### config.mk
export PLATFORM = sky130hd
export DESIGN_NAME = msgirq_unit
export DESIGN_NICKNAME = d
export VERILOG_FILES = /design/src/rtl/msgirq_pkg.sv /design/src/rtl/msgirq_decode.sv /design/src/rtl/msgirq_cfg.sv /design/src/rtl/msgirq_gate.sv /design/src/rtl/msgirq_unit.sv
export SDC_FILE = /design/constraint.sdc
export NUM_CORES = 1
export LEC_CHECK = 0
export ABC_CLOCK_PERIOD_IN_PS = 4530
export BUFFER_PORTS_ARGS = -buffer_cell sky130_fd_sc_hd__buf_2
export CELL_PAD_IN_SITES_DETAIL_PLACEMENT = 1
export CELL_PAD_IN_SITES_GLOBAL_PLACEMENT = 2
export CORE_MARGIN = 2
export CORE_UTILIZATION = 40
export CTS_CLUSTER_DIAMETER = 200
export CTS_CLUSTER_SIZE = 40
export DETAILED_ROUTE_END_ITERATION = 10
export PLACE_DENSITY_LB_ADDON = 0.1
export SLEW_MARGIN = 5
export SYNTH_ARGS = -nofsm -noshare
export SYNTH_HDL_FRONTEND = slang
export SYNTH_SLANG_ARGS = --single-unit
### constraint.sdc
create_clock -name clk -period 4.53 [get_ports clk]
set_input_delay 0.2265 -clock clk [delete_from_list [all_inputs] [get_ports clk]]
set_output_delay 0.2265 -clock clk [all_outputs]
set_load 0.1 [all_outputs]
### src/rtl/msgirq_pkg.sv
package msgirq_pkg;

    typedef enum logic [2:0] {
        OP_NONE,
        OP_SET_NS,
        OP_CLR_NS,
        OP_SET_S,
        OP_CLR_S
    } msg_op_e;

    localparam logic [11:0] OFF_TYPE   = 12'h004;
    localparam logic [11:0] OFF_SET_NS = 12'h040;
    localparam logic [11:0] OFF_CLR_NS = 12'h048;
    localparam logic [11:0] OFF_SET_S  = 12'h050;
    localparam logic [11:0] OFF_CLR_S  = 12'h058;

    localparam int FIRST_SHARED = 32;

endpackage

### src/rtl/msgirq_decode.sv
module msgirq_decode
    import msgirq_pkg::*;
(
    input  logic        wr_valid,
    input  logic [11:0] wr_addr,
    output msg_op_e     op
);

    always_comb begin
        op = OP_NONE;
        if (wr_valid) begin
            unique case (wr_addr)
                OFF_SET_NS: op = OP_SET_NS;
                OFF_CLR_NS: op = OP_CLR_NS;
                OFF_SET_S:  op = OP_SET_S;
                OFF_CLR_S:  op = OP_CLR_S;
                default:    op = OP_NONE;
            endcase
        end
    end

endmodule

### src/rtl/msgirq_cfg.sv
module msgirq_cfg #(
    parameter int NUM_LINES = 96,
    parameter int ID_W      = 10
) (
    input  logic            clk,
    input  logic            rst_n,
    input  logic            cfg_valid,
    input  logic [ID_W-1:0] cfg_id,
    input  logic            cfg_grp,
    input  logic [1:0]      cfg_nsacc,
    input  logic [ID_W-1:0] look_id,
    output logic            look_grp,
    output logic [1:0]      look_nsacc
);

    logic [NUM_LINES-1:0] grp_q;
    logic [1:0]           acc_q [NUM_LINES];

    for (genvar i = 0; i < NUM_LINES; i++) begin : g_attr
        always_ff @(posedge clk or negedge rst_n) begin
            if (!rst_n) begin
                grp_q[i] <= 1'b0;
                acc_q[i] <= 2'd0;
            end else if (cfg_valid && (cfg_id == ID_W'(i))) begin
                grp_q[i] <= cfg_grp;
                acc_q[i] <= cfg_nsacc;
            end
        end
    end

    always_comb begin
        look_grp   = 1'b0;
        look_nsacc = 2'd0;
        for (int i = 0; i < NUM_LINES; i++) begin
            if (look_id == ID_W'(i)) begin
                look_grp   = grp_q[i];
                look_nsacc = acc_q[i];
            end
        end
    end

endmodule

### src/rtl/msgirq_gate.sv
module msgirq_gate
    import msgirq_pkg::*;
#(
    parameter int NUM_LINES = 96,
    parameter int ID_W      = 10
) (
    input  logic            clk,
    input  logic            rst_n,
    input  msg_op_e         op,
    input  logic [ID_W-1:0] id,
    input  logic            wr_secure,
    input  logic            sec_disable,
    input  logic            pend_bit,
    input  logic            grp_bit,
    input  logic [1:0]      nsacc,
    output logic            acc_set,
    output logic            acc_clr
);

    localparam logic [ID_W-1:0] ID_LO = ID_W'(FIRST_SHARED);
    localparam logic [ID_W-1:0] ID_HI = ID_W'(NUM_LINES);

    logic id_ok;
    logic ns_to_sec;
    logic sec_path_ok;

    assign id_ok       = (id >= ID_LO) && (id < ID_HI);
    assign ns_to_sec   = !wr_secure && !grp_bit && !sec_disable;
    assign sec_path_ok = wr_secure && !sec_disable;

    always_comb begin
        acc_set = 1'b0;
        acc_clr = 1'b0;
        unique case (op)
            OP_SET_NS: acc_set = id_ok && !pend_bit && !(ns_to_sec && (nsacc == 2'd0));
            OP_CLR_NS: acc_clr = id_ok &&  pend_bit && !(ns_to_sec && (nsacc < 2'd2));
            OP_SET_S:  acc_set = id_ok && !pend_bit && sec_path_ok;
            OP_CLR_S:  acc_clr = id_ok &&  pend_bit && sec_path_ok;
            default: begin
                acc_set = 1'b0;
                acc_clr = 1'b0;
            end
        endcase
    end

    assert_set_clr_excl_R4: assert property (@(posedge clk) disable iff (!rst_n)
        !(acc_set && acc_clr));

    assert_idle_no_accept_R12: assert property (@(posedge clk) disable iff (!rst_n)
        (op == OP_NONE) |-> (!acc_set && !acc_clr));

    assert_sec_regs_guarded_R7: assert property (@(posedge clk) disable iff (!rst_n)
        (((op == OP_SET_S) || (op == OP_CLR_S)) && (sec_disable || !wr_secure))
            |-> (!acc_set && !acc_clr));

endmodule

### src/rtl/msgirq_unit.sv
module msgirq_unit
    import msgirq_pkg::*;
#(
    parameter int NUM_LINES = 96
) (
    input  logic                 clk,
    input  logic                 rst_n,
    input  logic                 sec_disable,
    input  logic                 wr_valid,
    input  logic [11:0]          wr_addr,
    input  logic [31:0]          wr_data,
    input  logic                 wr_secure,
    input  logic [11:0]          rd_addr,
    output logic [31:0]          rd_data,
    input  logic                 cfg_valid,
    input  logic [9:0]           cfg_id,
    input  logic                 cfg_grp,
    input  logic [1:0]           cfg_nsacc,
    output logic [NUM_LINES-1:0] pend_vec
);

    localparam int ID_W   = 10;
    localparam int GRP_M1 = (NUM_LINES + 31) / 32 - 1;
    localparam logic [31:0] TYPE_WORD = (32'd1 << 17) | (32'd1 << 16) | 32'(GRP_M1 & 31);

    msg_op_e              op;
    logic [ID_W-1:0]      id;
    logic                 pend_bit;
    logic                 grp_bit;
    logic [1:0]           nsacc;
    logic                 acc_set;
    logic                 acc_clr;
    logic [NUM_LINES-1:0] pend_q;

    assign id = wr_data[ID_W-1:0];

    msgirq_decode u_decode (
        .wr_valid (wr_valid),
        .wr_addr  (wr_addr),
        .op       (op)
    );

    msgirq_cfg #(.NUM_LINES(NUM_LINES), .ID_W(ID_W)) u_cfg (
        .clk        (clk),
        .rst_n      (rst_n),
        .cfg_valid  (cfg_valid),
        .cfg_id     (cfg_id),
        .cfg_grp    (cfg_grp),
        .cfg_nsacc  (cfg_nsacc),
        .look_id    (id),
        .look_grp   (grp_bit),
        .look_nsacc (nsacc)
    );

    msgirq_gate #(.NUM_LINES(NUM_LINES), .ID_W(ID_W)) u_gate (
        .clk         (clk),
        .rst_n       (rst_n),
        .op          (op),
        .id          (id),
        .wr_secure   (wr_secure),
        .sec_disable (sec_disable),
        .pend_bit    (pend_bit),
        .grp_bit     (grp_bit),
        .nsacc       (nsacc),
        .acc_set     (acc_set),
        .acc_clr     (acc_clr)
    );

    always_comb begin
        pend_bit = 1'b0;
        for (int i = 0; i < NUM_LINES; i++) begin
            if (id == ID_W'(i)) pend_bit = pend_q[i];
        end
    end

    for (genvar i = 0; i < NUM_LINES; i++) begin : g_pend
        always_ff @(posedge clk or negedge rst_n) begin
            if (!rst_n) begin
                pend_q[i] <= 1'b0;
            end else if (id == ID_W'(i)) begin
                if (acc_set)      pend_q[i] <= 1'b1;
                else if (acc_clr) pend_q[i] <= 1'b0;
            end
        end
    end

    assign pend_vec = pend_q;

    always_comb begin
        unique case (rd_addr)
            OFF_TYPE: rd_data = TYPE_WORD;
            default:  rd_data = 32'd0;
        endcase
    end

    assert_set_adds_one_R1: assert property (@(posedge clk) disable iff (!rst_n)
        acc_set |=> ($countones(pend_q) == $past($countones(pend_q)) + 1));

    assert_clr_drops_one_R2: assert property (@(posedge clk) disable iff (!rst_n)
        acc_clr |=> ($countones(pend_q) + 1 == $past($countones(pend_q))));

    assert_hold_when_idle_R12: assert property (@(posedge clk) disable iff (!rst_n)
        (!acc_set && !acc_clr) |=> $stable(pend_q));

    assert_low_ids_clear_R3: assert property (@(posedge clk) disable iff (!rst_n)
        pend_q[FIRST_SHARED-1:0] == '0);

endmodule

# Word-level counts from Yosys, hierarchy flattened
# Index checks and enable logic that the tools add are counted.
# classes
magnitude_cmp	3
n_eq_ne	199
n_mux	295
reduce_logical	214
# ops
operator	count
10-bit by 6-bit equality test with 1-bit output (second input constant)	64
10-bit by 7-bit equality test with 1-bit output (second input constant)	64
10-bit by 5-bit equality test with 1-bit output (second input constant)	32
1-bit two-way mux	194
2-bit two-way mux	96
2-bit AND reduction	96
10-bit by 4-bit equality test with 1-bit output (second input constant)	16
1-bit logical AND	108
10-bit by 3-bit equality test with 1-bit output (second input constant)	8
12-bit by 7-bit equality test with 1-bit output (second input constant)	4
10-bit by 2-bit equality test with 1-bit output (second input constant)	4
10-bit by 1-bit equality test with 1-bit output (second input constant)	2
10-bit zero test	2
18-bit two-way mux	1
12-bit by 3-bit equality test with 1-bit output (second input constant)	1
3-bit case mux with 4 select lines	1
10-bit by 6-bit >= comparator with 1-bit output (second input constant)	1
10-bit by 7-bit less-than comparator with 1-bit output (second input constant)	1
3-bit by 2-bit equality test with 1-bit output (second input constant)	2
1-bit zero test	6
1-bit case mux with 2 select lines	2
3-bit by 1-bit equality test with 1-bit output (second input constant)	1
3-bit equality test (second input constant)	1
3-bit two-way mux	1
other kinds (3)	3
# word_totals
register_bits	384
input_bits	75
out_inout_bits	128
wordCells	999

# Logic depth before layout (Yosys ltp)
# logic_depth
word_depth	106
depth_mapped	17
mapped_depth_nobuf	10

# Cells and area by module
# A second synthesis with hierarchy kept.
# hier_totals
hier_cells	2020
hier_area_um2	20786.2
# by_module_without_submodules
module	instances	cells_each	area_per_inst_um2
msgirq_cfg	1	1383	15185.8
msgirq_unit	1	615	5444.0
msgirq_gate	1	14	98.8
msgirq_decode	1	8	57.6

# Least setup slack after synthesis
# No wires, ideal clock.
# synth_timing
kind	input port to flip-flop
startpoint	input port wr_data[7]
endpoint	register pend_q[38], in the netlist pend_vec[38]
setup_ns	0.129
t_arrival_ns	3.217
slack_ns	1.184
cell_stages	12
n_path_buf	2
cell_sequence	or4b_1 > clkbuf_1 > a2111o_1 > o2111a_1 > a211o_1 > a221o_1 > or3b_1 > o311ai_2 > a211oi_2 > a21oi_4 > buf_6 > o21ai_2
# synth_between
elab_chain_cells	106
elab_cells_between_ends	408
classes_between	order compare: 3; eq/ne: 95; mux: 291; reduce/logical: 19
# synth_lines
item	line	source
start, declared	msgirq_unit.sv:11	input logic [31:0] wr_data,
parallel branches: the longest is 106 deep, another holds 10-bit zero test	--	
end signal, assigned by index	msgirq_unit.sv:79	pend_q[i] <= 1'b0;
end signal, assigned by index	msgirq_unit.sv:81	if (acc_set) pend_q[i] <= 1'b1;
end signal, assigned by index	msgirq_unit.sv:82	else if (acc_clr) pend_q[i] <= 1'b0;
end, declared	msgirq_unit.sv:33	logic [NUM_LINES-1:0] pend_q;
# Parallel ways; which one is timed is not known.
# A chain may end at the register's enable or synchronous reset.

# Worst setup path in the final report
# layout_timing
startpoint	input port wr_data[2]
endpoint	register pend_q[79], in the netlist pend_vec[79]
# The elaborated chain is that of the path after synthesis.

==> flow_metrics.tcl <==
set metrics [dict create \
    cts_resized 0 \
    period_share_pct 84.5 \
    yosysSeqAreaShare_pct 46.4 \
    hold_path_depth 4 \
    wire_per_inst_um 32.0 \
    async_reset_ff_share_pct 100 \
    finClkSkew_ns 0.0405 \
    power_frac_seq_pct 59.5 \
    routed_wl_um 88100 \
    cellPowerDensity_nw_per_um2 255 \
    drv_cap 0 \
    timing_worst_slew_pin_value_ns 1.40 \
    layout_common_cells "dfrtp_1 (384), mux2_2 (303), nand2_1 (177)" \
    layout_commonest_cell "dfrtp_1" \
    required_ns 4.96 \
    ant_nets 0 \
    finalSetupTns_ns 0 \
    path_depth 15 \
    clock_latency_ns 0.57 \
    clockBufferDepth 3 \
    die_w_um 231 \
    vdd_drop_max_mv 0.232 \
    critPathTopFamily "compound AO/OA/AOI/OAI gates" \
    drc_errors 0 \
    fin_ws_ns 0.702 \
    crit_path_frequent_cell "buf_4" \
    r2r_cells 11 \
    pre_cts_slack_ns 0.295 \
    die_h_um 231 \
    cts-root-buf "clkbuf_16" \
    firstDrtPassIters 5 \
    grt_pass1_vias 18100 \
    path_buf_inv 5 \
    grtUsageTotal_pct 32.6 \
    slew_violations 0 \
    fmax_mhz 261 \
    syn_area_um2 20700 \
    slowest_stage "a221oi_1" \
    antenna_found_initial 1 \
    drive_above_1_share_pct 33.2 \
    netSwitchingFraction_pct 28.9 \
    power_frac_clock_pct 28.3 \
    synthFlopType "dfrtp_1" \
    drt_iter0_drc 1713 \
    startpoint_type "primary input" \
    cts_setup_buffers 0 \
    cp-end-kind "flop" \
    cp.arrival_ns 4.26 \
    core-area_um2 51200 \
    critPathKind "primary input to flop" \
    synth-edff-count 0 \
    min-delay-path-class "primary input to flop" \
    fillers 5586 \
    io_pins 203 \
    status "completed" \
    intPower_mw 4.18 \
    grt-ovfl-total 0 \
    slowest_delay_ns 0.49 \
    synth.distinct_cells 85 \
    yosys_warnings 0 \
    critPathMaxFanout 37 \
    grt_max_degree 103 \
    dieArea_um2 53600 \
    hold_violations 0 \
    nets 2152 \
    switchingPower_mw 1.69 \
    synth-seq-cells 384 \
    rows 83 \
    rsz0062_at_grt "no" \
    dp_hpwl_um 63800 \
    grt_pass1_wl_um 128000 \
    path_cells "buf_2 > buf_4 > nor4b_4 > buf_4 > nand2_1 > o221ai_1 > a21oi_1 > a221oi_1 > nor4_1 > o311ai_2 > buf_4 > a211oi_2 > a21oi_4 > buf_12 > o31ai_1" \
    postSynthAreaPerCell_um2 10.5 \
    clock-sinks 384 \
    cts_buffers 13 \
    leakagePower_nw 10.6 \
    clk_pin_slew_ns 0.16 \
    relSlewSlack_pct 5.99 \
    cts_max_level 1 \
    viasPerCell 6.39 \
    period_needed_ns 3.83 \
    gp_congestion 0.949 \
    combinationalPowerShare_pct 12.3 \
    start_util_pct 40.4 \
    io_buffers 151 \
    num_vias 17600 \
    syn_inst 1967 \
    setup_viol 0 \
    syn_to_final_growth_pct 11.3 \
    tritoncts "yes" \
]
[cell type report]
| type | count | area [um2] | area share, % |
|---|---|---|---|
| Antenna cell | 1 | 2.50 | 0.0109 |
| Clock buffer | 13 | 325 | 1.41 |
| Clock inverter | 1 | 16.3 | 0.0706 |
| Inverter | 11 | 41.3 | 0.179 |
| Multi-Input combinational cell | 1374 | 10200 | 44.3 |
| Sequential cell | 384 | 9610 | 41.7 |
| Tap cell | 680 | 851 | 3.70 |
| Timing Repair Buffer | 293 | 1980 | 8.60 |
[power groups by stage]
stage               combinational [mW]  sequential (mW)  clock, mW
floorplan                        0.401             3.55          0
global placement                 0.701             3.55          0
detailed placement               0.711             3.55          0
CTS                              0.713             3.49       1.70
global route                     0.755             3.50       1.80
finish                           0.719             3.49       1.66
[through the flow]
stage	std cells	hold WS, ns	area [um2]	util [%]	power [mW]
finish	2757	0.107	23000	45.0	5.87
floorplan	1995	-0.0691	20800	-	3.95
CTS	2756	0.0802	23000	45.0	5.90
global placement	2741	0.317	22700	44.3	4.25
detailed placement	2741	0.316	22700	44.3	4.27
global route	2756	0.106	23000	45.0	6.05
[state kept, by name, indices dropped and copies added, names as in the netlist]
name and cells:
u_cfg.acc_q 192, u_cfg.grp_q 96, pend_vec 96
[metal layers]
metal  vias to the layer above  track usage (%)  routed length, um  share of wire [%]
li1                       7457                -                  -                  -
met3                       191             4.28               5620                6.4
met4                         0             14.8               4460                5.1
met1                      9220             43.4              36800                 42
met5                         -                0                  0                  0
met2                       747             53.1              41200                 47
[cell families after synthesis]
group | Yosys count | share of synthesized area [%]
AOI/OAI and AO/OA | 511 | 18.1
muxes | 342 | 18.6
and+or+nand+nor | 490 | 11.5
xor gates and xnor gates | 2 | 0.0847
other | 1 | 0.0181
buffers and inverters | 237 | 5.33
DFF | 384 | 46.4
[synthesized netlist by cell type, types with 8 or more instances]
| cell type | number | share of area, % |
|---|---|---|
| nor4_1 | 12 | 0.36 |
| a22oi_1 | 13 | 0.47 |
| a211oi_1 | 27 | 0.98 |
| inv_1 | 10 | 0.18 |
| o2111ai_1 | 11 | 0.47 |
| a2111oi_0 | 9 | 0.38 |
| dfrtp_1 | 384 | 46 |
| o41ai_1 | 20 | 0.85 |
| nor3_1 | 34 | 0.82 |
| o22ai_1 | 29 | 0.88 |
| o31ai_1 | 76 | 2.8 |
| nand2_1 | 178 | 3.2 |
| a31oi_1 | 13 | 0.39 |
| buf_4 | 31 | 1.1 |
| a21oi_1 | 70 | 1.7 |
| clkbuf_1 | 144 | 2.6 |
| and2_1 | 10 | 0.30 |
| o32ai_1 | 8 | 0.34 |
| a221oi_1 | 19 | 0.80 |
| o221ai_1 | 14 | 0.59 |
| buf_1 | 9 | 0.16 |
| mux2_2 | 303 | 16 |
| nor2b_1 | 13 | 0.39 |
| nand3_1 | 35 | 0.85 |
| o211ai_1 | 17 | 0.62 |
| nor2_1 | 113 | 2.0 |
| o21ai_2 | 40 | 1.7 |
| o21a_1 | 10 | 0.36 |
| o21ai_0 | 62 | 1.5 |
| buf_2 | 35 | 0.85 |
| a221o_1 | 9 | 0.44 |
| and3_1 | 11 | 0.33 |
| mux2i_1 | 36 | 1.7 |
| nand2b_1 | 24 | 0.73 |
[worst paths after layout]
check | slack (ns) | to | from
max | 0.70 | pend_vec[79] | wr_data[2]
min | 0.11 | pend_vec[95] | wr_addr[3]
max reg2reg | 0.98 | pend_vec[79] | u_cfg.grp_q[41]
min reg2reg | 0.41 | pend_vec[12] | pend_vec[12]
max in group asynchronous | 3.12 | u_cfg.acc_q[145] | rst_n
min in group asynchronous | 0.30 | pend_vec[1] | rst_n
[worst min-delay path, stage by stage]
cell and delay [ns]:
buf_2 0.13, o2111ai_1 0.11, o21ai_0 0.09, o21ai_0 0.08
[timing repair]
item	CTS	global route
hold buffers	1	0
setup endpoints to repair	0	0
endpoints found under the hold margin	89	0
No activity file was read; power rests on OpenSTA's default activity.
